[src/rtl/am_pkg.sv]
package am_pkg;
  // field index of each counted event inside one pseudo channel's group
  localparam int EV_RD    = 0;
  localparam int EV_RDAP  = 1;
  localparam int EV_WR    = 2;
  localparam int EV_WRAP  = 3;
  localparam int EV_ACT   = 4;
  localparam int EV_PRE   = 5;
  localparam int EV_PREA  = 6;
  localparam int EV_REF   = 7;
  localparam int EV_TURN  = 8;
  localparam int NUM_EV   = 9;

  typedef enum logic {
    SEQ_IDLE = 1'b0,
    SEQ_RUN  = 1'b1
  } seq_state_t;
endpackage

[src/rtl/am_timer.sv]
module am_timer import am_pkg::*; #(
  parameter int IVL_W = 32
) (
  input  logic             clk,
  input  logic             rst_n,
  input  logic [IVL_W-1:0] ivl_len,
  input  logic             repeat_en,
  input  logic             single_start,
  output logic             run_o,
  output logic             clr_o,
  output logic             last_o
);
  seq_state_t       st_q, st_d;
  logic [IVL_W-1:0] tmr_q, tmr_d;
  logic [IVL_W-1:0] len_eff;
  logic             start;
  logic             last;

  always_comb begin
    len_eff = (ivl_len == '0) ? {{(IVL_W-1){1'b0}}, 1'b1} : ivl_len;
    start   = (st_q == SEQ_IDLE) && (repeat_en || single_start);
    last    = (st_q == SEQ_RUN) && (tmr_q >= len_eff - 1'b1);
    st_d    = st_q;
    tmr_d   = tmr_q;
    if (start) begin
      st_d  = SEQ_RUN;
      tmr_d = '0;
    end else if (last) begin
      st_d  = repeat_en ? SEQ_RUN : SEQ_IDLE;
      tmr_d = '0;
    end else if (st_q == SEQ_RUN) begin
      tmr_d = tmr_q + 1'b1;
    end
  end

  always_ff @(posedge clk or negedge rst_n) begin
    if (!rst_n) begin
      st_q  <= SEQ_IDLE;
      tmr_q <= '0;
    end else begin
      st_q  <= st_d;
      tmr_q <= tmr_d;
    end
  end

  assign run_o  = (st_q == SEQ_RUN);
  assign clr_o  = start || last;
  assign last_o = last;

  AST_SINGLE_STOP: assert property (@(posedge clk) disable iff (!rst_n)
    (last && !repeat_en) |=> (st_q == SEQ_IDLE));
  AST_REPEAT_GO: assert property (@(posedge clk) disable iff (!rst_n)
    (last && repeat_en) |=> (st_q == SEQ_RUN && tmr_q == '0));
  AST_IDLE_START: assert property (@(posedge clk) disable iff (!rst_n)
    ((st_q == SEQ_IDLE) && repeat_en) |=> (st_q == SEQ_RUN));
endmodule

[src/rtl/am_counter.sv]
module am_counter #(
  parameter int CNT_W = 32
) (
  input  logic             clk,
  input  logic             rst_n,
  input  logic             count_en,
  input  logic             inc,
  input  logic             clr,
  input  logic             snap_en,
  output logic [CNT_W-1:0] snap_o
);
  localparam logic [CNT_W-1:0] CNT_MAX = {CNT_W{1'b1}};

  logic [CNT_W-1:0] cnt_q, cnt_d, cnt_upd;
  logic [CNT_W-1:0] snap_q, snap_d;

  always_comb begin
    cnt_upd = cnt_q;
    if (count_en && inc && (cnt_q != CNT_MAX)) cnt_upd = cnt_q + 1'b1;
    cnt_d  = clr ? '0 : cnt_upd;
    snap_d = snap_en ? cnt_upd : snap_q;
  end

  always_ff @(posedge clk or negedge rst_n) begin
    if (!rst_n) begin
      cnt_q  <= '0;
      snap_q <= '0;
    end else begin
      cnt_q  <= cnt_d;
      snap_q <= snap_d;
    end
  end

  assign snap_o = snap_q;

  AST_SNAP_HOLD: assert property (@(posedge clk) disable iff (!rst_n)
    !snap_en |=> $stable(snap_q));
  AST_SAT_HOLD: assert property (@(posedge clk) disable iff (!rst_n)
    (cnt_q == CNT_MAX && !clr) |=> (cnt_q == CNT_MAX));
  AST_NO_WRAP: assert property (@(posedge clk) disable iff (!rst_n)
    !clr |=> (cnt_q >= $past(cnt_q)));
endmodule

[src/rtl/am_turn.sv]
module am_turn (
  input  logic clk,
  input  logic rst_n,
  input  logic rd_any,
  input  logic wr_any,
  output logic turn_o
);
  logic last_rd_q, last_rd_d;

  always_comb begin
    last_rd_d = last_rd_q;
    if (rd_any)      last_rd_d = 1'b1;
    else if (wr_any) last_rd_d = 1'b0;
  end

  always_ff @(posedge clk or negedge rst_n) begin
    if (!rst_n) last_rd_q <= 1'b0;
    else        last_rd_q <= last_rd_d;
  end

  assign turn_o = wr_any && last_rd_q;

  AST_WR_THEN_WR: assert property (@(posedge clk) disable iff (!rst_n)
    (wr_any && !rd_any) |=> !turn_o);
  AST_RD_THEN_WR: assert property (@(posedge clk) disable iff (!rst_n)
    rd_any |=> (wr_any == turn_o));
endmodule

[src/rtl/activity_monitor.sv]
module activity_monitor import am_pkg::*; #(
  parameter int NUM_PC = 2,
  parameter int CNT_W  = 32,
  parameter int IVL_W  = 32
) (
  input  logic                        clk,
  input  logic                        rst_n,
  input  logic [IVL_W-1:0]            cfg_ivl_len,
  input  logic                        cfg_repeat,
  input  logic                        start_once,
  input  logic [NUM_PC-1:0]           ev_rd,
  input  logic [NUM_PC-1:0]           ev_rd_ap,
  input  logic [NUM_PC-1:0]           ev_wr,
  input  logic [NUM_PC-1:0]           ev_wr_ap,
  input  logic [NUM_PC-1:0]           ev_act,
  input  logic [NUM_PC-1:0]           ev_pre,
  input  logic [NUM_PC-1:0]           ev_pre_all,
  input  logic [NUM_PC-1:0]           ev_refresh,
  input  logic                        lvl_pwr_down,
  input  logic                        lvl_self_ref,
  input  logic                        done_read,
  output logic                        done_flag,
  output logic [NUM_PC*NUM_EV*CNT_W-1:0] snap_cmd,
  output logic [CNT_W-1:0]            snap_pwr_down,
  output logic [CNT_W-1:0]            snap_self_ref
);
  localparam int GRP_W = NUM_EV * CNT_W;

  logic run, clr, last;
  logic done_q, done_d;

  am_timer #(.IVL_W(IVL_W)) u_timer (
    .clk          (clk),
    .rst_n        (rst_n),
    .ivl_len      (cfg_ivl_len),
    .repeat_en    (cfg_repeat),
    .single_start (start_once),
    .run_o        (run),
    .clr_o        (clr),
    .last_o       (last)
  );

  for (genvar p = 0; p < NUM_PC; p++) begin : g_pc
    logic [NUM_EV-1:0] ev_vec;
    logic              turn;

    am_turn u_turn (
      .clk    (clk),
      .rst_n  (rst_n),
      .rd_any (ev_rd[p] | ev_rd_ap[p]),
      .wr_any (ev_wr[p] | ev_wr_ap[p]),
      .turn_o (turn)
    );

    assign ev_vec[EV_RD]   = ev_rd[p];
    assign ev_vec[EV_RDAP] = ev_rd_ap[p];
    assign ev_vec[EV_WR]   = ev_wr[p];
    assign ev_vec[EV_WRAP] = ev_wr_ap[p];
    assign ev_vec[EV_ACT]  = ev_act[p];
    assign ev_vec[EV_PRE]  = ev_pre[p];
    assign ev_vec[EV_PREA] = ev_pre_all[p];
    assign ev_vec[EV_REF]  = ev_refresh[p];
    assign ev_vec[EV_TURN] = turn;

    for (genvar f = 0; f < NUM_EV; f++) begin : g_ev
      am_counter #(.CNT_W(CNT_W)) u_cnt (
        .clk      (clk),
        .rst_n    (rst_n),
        .count_en (run),
        .inc      (ev_vec[f]),
        .clr      (clr),
        .snap_en  (last),
        .snap_o   (snap_cmd[p*GRP_W + f*CNT_W +: CNT_W])
      );
    end
  end

  am_counter #(.CNT_W(CNT_W)) u_cnt_pd (
    .clk      (clk),
    .rst_n    (rst_n),
    .count_en (run),
    .inc      (lvl_pwr_down),
    .clr      (clr),
    .snap_en  (last),
    .snap_o   (snap_pwr_down)
  );

  am_counter #(.CNT_W(CNT_W)) u_cnt_sr (
    .clk      (clk),
    .rst_n    (rst_n),
    .count_en (run),
    .inc      (lvl_self_ref),
    .clr      (clr),
    .snap_en  (last),
    .snap_o   (snap_self_ref)
  );

  always_comb begin
    done_d = done_q;
    if (last)                   done_d = 1'b1;
    else if (done_read && done_q) done_d = 1'b0;
  end

  always_ff @(posedge clk or negedge rst_n) begin
    if (!rst_n) done_q <= 1'b0;
    else        done_q <= done_d;
  end

  assign done_flag = done_q;

  AST_FLAG_SET: assert property (@(posedge clk) disable iff (!rst_n)
    last |=> done_flag);
  AST_FLAG_HOLD: assert property (@(posedge clk) disable iff (!rst_n)
    (done_flag && !done_read) |=> done_flag);
  AST_FLAG_ONLY_AT_END: assert property (@(posedge clk) disable iff (!rst_n)
    (!done_flag && !last) |=> !done_flag);
endmodule

[config.mk]
export PLATFORM = sky130hd
export DESIGN_NAME = activity_monitor
export DESIGN_NICKNAME = d
export VERILOG_FILES = /design/src/rtl/am_pkg.sv /design/src/rtl/am_timer.sv /design/src/rtl/am_counter.sv /design/src/rtl/am_turn.sv /design/src/rtl/activity_monitor.sv
export SDC_FILE = /design/constraint.sdc
export NUM_CORES = 2
export LEC_CHECK = 0
export CORE_MARGIN = 10
export CORE_UTILIZATION = 30
export CTS_BUF_LIST = sky130_fd_sc_hd__clkbuf_16
export DETAILED_ROUTE_END_ITERATION = 6
export DONT_BUFFER_PORTS = 1
export PLACE_DENSITY_LB_ADDON = 0.15
export SYNTH_ARGS = -nofsm -noshare
export SYNTH_HDL_FRONTEND = slang
export SYNTH_HIERARCHICAL = 1
export SYNTH_SLANG_ARGS = --single-unit
[constraint.sdc]
create_clock -name clk -period 5 [get_ports clk]
set_input_delay 0.25 -clock clk [delete_from_list [all_inputs] [get_ports clk]]
set_output_delay 0.25 -clock clk [all_outputs]
set_load 0.05 [all_outputs]
==> impl_metrics.ini <==
[run_status]
status = finished clean

[timing]
slew_headroom_pct = 7.759
finalMaxSlewViolations = 0
setup_slack_ns = 0.8105
fin_crit_ns = 4.189
finalClockSkew_ns = 0.04904
fmax_ghz = 0.2387
finalSetupViolations = 0
rsz0062_at_grt = false
hold_violations = 0
worst_pin_slew_ns = 1.384
finalCritPeriodShare_pct = 83.79

[worst_setup_path]
worstSetupStartpointType = input port
critPathCaptureType = flop
cp-startpoint = cfg_ivl_len[9]
r2r_cells = 11
crit_fanout = 32
worstReg2RegEnd = g_pc[1].g_ev[1].u_cnt/snap_o[4]$_DFFE_PN0P_
rr_startpoint = u_timer/tmr_q[15]$_DFFE_PN0P_
cp.required_ns = 5.71
cp.arrival_ns = 4.90
rrSetupSlack_ns = 1.71
crit_type = in -> reg

[grt]
gr-usage-met3_pct = 6.268
antenna_found_initial = 10
first_global_vias = 50890
busiest_layer = met2
grtUsageMet1_pct = 23.78
grt_pass1_wl_um = 331900
use_met2_pct = 29.12
gr-total-overflow = 0
grt_util_all_layers_pct = 18.29
grt_start_max_net_pins = 210

[routing]
route.detailed.drc = 0
route.detailed.wl_per_inst_um = 22.84
routed_wl_um = 218000
drt-initial-drc-count = 3774
ant_nets = 0
vias = 51990
routed_via_density = 5.448
dr.pass1.iters = 6

[final_layout]
drive_above_1_share_pct = 8.975
fin_cells = 9543
nets = 6705
area_growth_pct = 15.74
final_util_pct = 34.93

[synth]
synth_top_area_share_pct = 52.01
syn_nets = 6639
seq_area_frac_synth_pct = 52.01
avgSynthCellArea_um2 = 9.697
synthFlopType = dfrtp_1
synth_edf_count = 0
ys_async_sr_fraction_pct = 100.0
synth_most_common_cell = dfrtp_1
ys_seq_elements = 1316
syn_area_um2 = 63320
ys_types = 63
synth_common_cells = 1316 x dfrtp_1, 922 x nor2_1, 635 x a21oi_1
yosys-top-cells-area = dfrtp_1 52%, nor2_1 5.5%, a21oi_1 5.0%, a31oi_1 4.6%, and4_1 2.6%
synth_top_area_cell = dfrtp_1
yosys_warnings = 6
synthCells = 6530

[floorplanning]
initial_utilization_pct = 30.18
die_w_um = 479.4
die_y_um = 479.4
dieArea_um2 = 229800
io_pins = 696
coreArea_um2 = 209800
rows = 168

[hold_path]
hp-class = in -> reg
hp-start = ev_rd_ap[1]
hold_depth = 5
min_to = g_pc[1].g_ev[1].u_cnt/cnt_q[13]$_DFF_PN0_

[power]
pwr-share-comb_pct = 8.4
power_density_nw_per_um2 = 364.4
netSwitchingFraction_pct = 28.29
p_leak_nw = 30.52
power_frac_seq_pct = 46.9
clock_power_share_pct = 44.7
total_power_w = 0.02671
p_int_w = 0.01915
vdd_drop_max_mv = 0.3238
switchingPower_w = 0.007554

[clocking]
cts_tree = done
hold_buffers = 28
cts_sinks = 1316
clock_path_buffers = 3
clkTransAtPathRegs_ns = 0.06
htreeDepth = 4
cts-root-buf = clkbuf_16
cts_setup_buffers = 0
cts_made_buffers = 160
clock_latency_ns = 0.80
cts_resized = 0

[place]
port_buffers = 0
post-place-ws_ns = 0.01019
gp_congestion = 0.8441
dp.cells = 9211
dp_hpwl_um = 160100

[run]
maxCapViolations = 0
## final cells by class
| type | count | area (µm²) |
|---|---|---|
| antenna | 8 | 20.02 |
| clock buffer | 166 | 4154 |
| clock inverter | 130 | 1181 |
| fill | 21530 | 136500 |
| inverter | 92 | 345.3 |
| multi-input combinational | 4816 | 28790 |
| sequential | 1316 | 32940 |
| tap | 2805 | 3510 |
| timing repair buffer | 210 | 2347 |
## state kept, by name, indices dropped and copies added, names as in the netlist
name and flops:
u_timer/run_o 1, u_cnt_pd/snap_o 32, g_pc.g_ev.u_cnt/snap_o 576, g_pc.g_ev.u_cnt/cnt_q 576, u_cnt_sr/cnt_q 32, g_pc.u_turn/last_rd_q 2
u_cnt_sr/snap_o 32, u_timer/tmr_q 32, done_flag 1, u_cnt_pd/cnt_q 32
## how the worst max path moves through the flow
stage	slack, ns	end
after floorplan	0.02	g_pc[0].g_ev[0].u_cnt/cnt_q[2]$_DFF_PN0_
after global placement	-0.02	g_pc[1].g_ev[4].u_cnt/snap_o[13]$_DFFE_PN0P_
after detailed placement	0.01	g_pc[1].g_ev[4].u_cnt/snap_o[13]$_DFFE_PN0P_
after CTS	0.87	g_pc[1].g_ev[1].u_cnt/snap_o[4]$_DFFE_PN0P_
after global routing	0.52	g_pc[1].g_ev[4].u_cnt/cnt_q[2]$_DFF_PN0_
final	0.81	g_pc[1].g_ev[1].u_cnt/snap_o[4]$_DFFE_PN0P_
## power by group through the flow
stage                     clock, W  combinational (W)  sequential, W
final                       0.0119            0.00225         0.0125
after CTS                   0.0123            0.00229         0.0125
after global placement           0            0.00219         0.0127
after detailed placement         0            0.00222         0.0127
after global routing        0.0128            0.00258         0.0126
after floorplan                  0            0.00155         0.0124
## cell usage in the layout, fill, tap and decap left out, types with 30 or more instances in the layout
cell	n
dfrtp_1	1315
nor2_1	922
a21oi_1	634
a31oi_1	461
nand2_1	368
or3_1	246
o21ai_0	245
nand4_1	231
and4_1	186
clkbuf_16	166
and3_1	164
o31ai_1	160
nand3_1	152
xnor2_1	133
buf_4	131
or4_1	124
inv_1	120
xor2_1	102
nor4_1	62
and2_1	60
a211oi_1	60
ha_1	54
buf_12	45
nand3b_1	41
mux2i_1	41
a31o_2	40
nor2b_1	40
clkinv_1	36
nor4_2	30
## layer usage
layer	vias to the layer above	part of all wire [%]	wire (µm)
met5	-	0.0078	17
li1	24640	-	-
met1	25890	44	95570
met3	248	8.1	17550
met2	1213	46	99520
met4	2	2.4	5322
## kinds of logic after synthesis
logic type | Yosys count | share of synthesized area, %
DFF | 1316 | 52.01
muxes | 63 | 1.039
adders and majority gates | 54 | 1.067
and+or+nand+nor | 2759 | 23.78
AOI/OAI and AO/OA | 1705 | 16.20
xor gates and xnor gates | 235 | 3.251
buffers and inverters | 398 | 2.652
## critical path, cell delays in order
cell     delay (ns)
or4_1          0.53
nor3_1         0.23
and3b_1        0.22
nor3b_2        0.22
nor2_1         0.09
ha_1           0.21
nand4_1        0.11
or3_1          0.17
nor2_1         0.08
nand2_1        0.08
xor2_1         0.07
ha_1           0.31
nand4_1        0.12
or4_1          0.60
a311o_1        0.36
a31oi_4        0.19
buf_4          0.29
buf_12         0.23
buf_12         0.20
nor2_1         0.08
a31oi_1        0.19
## stage by stage
step	TNS, ns	hold WS (ns)	area, µm²
6_report	0	0.1209	73280
5_1_grt	0	0.08734	73280
4_1_cts	0	0.02264	73260
3_5_place_dp	0	-0.03453	67630
3_3_place_gp	-0.01542	-0.03398	67630
2_1_floorplan	0	-0.04559	63340
Power figures use the tool's default switching activity.
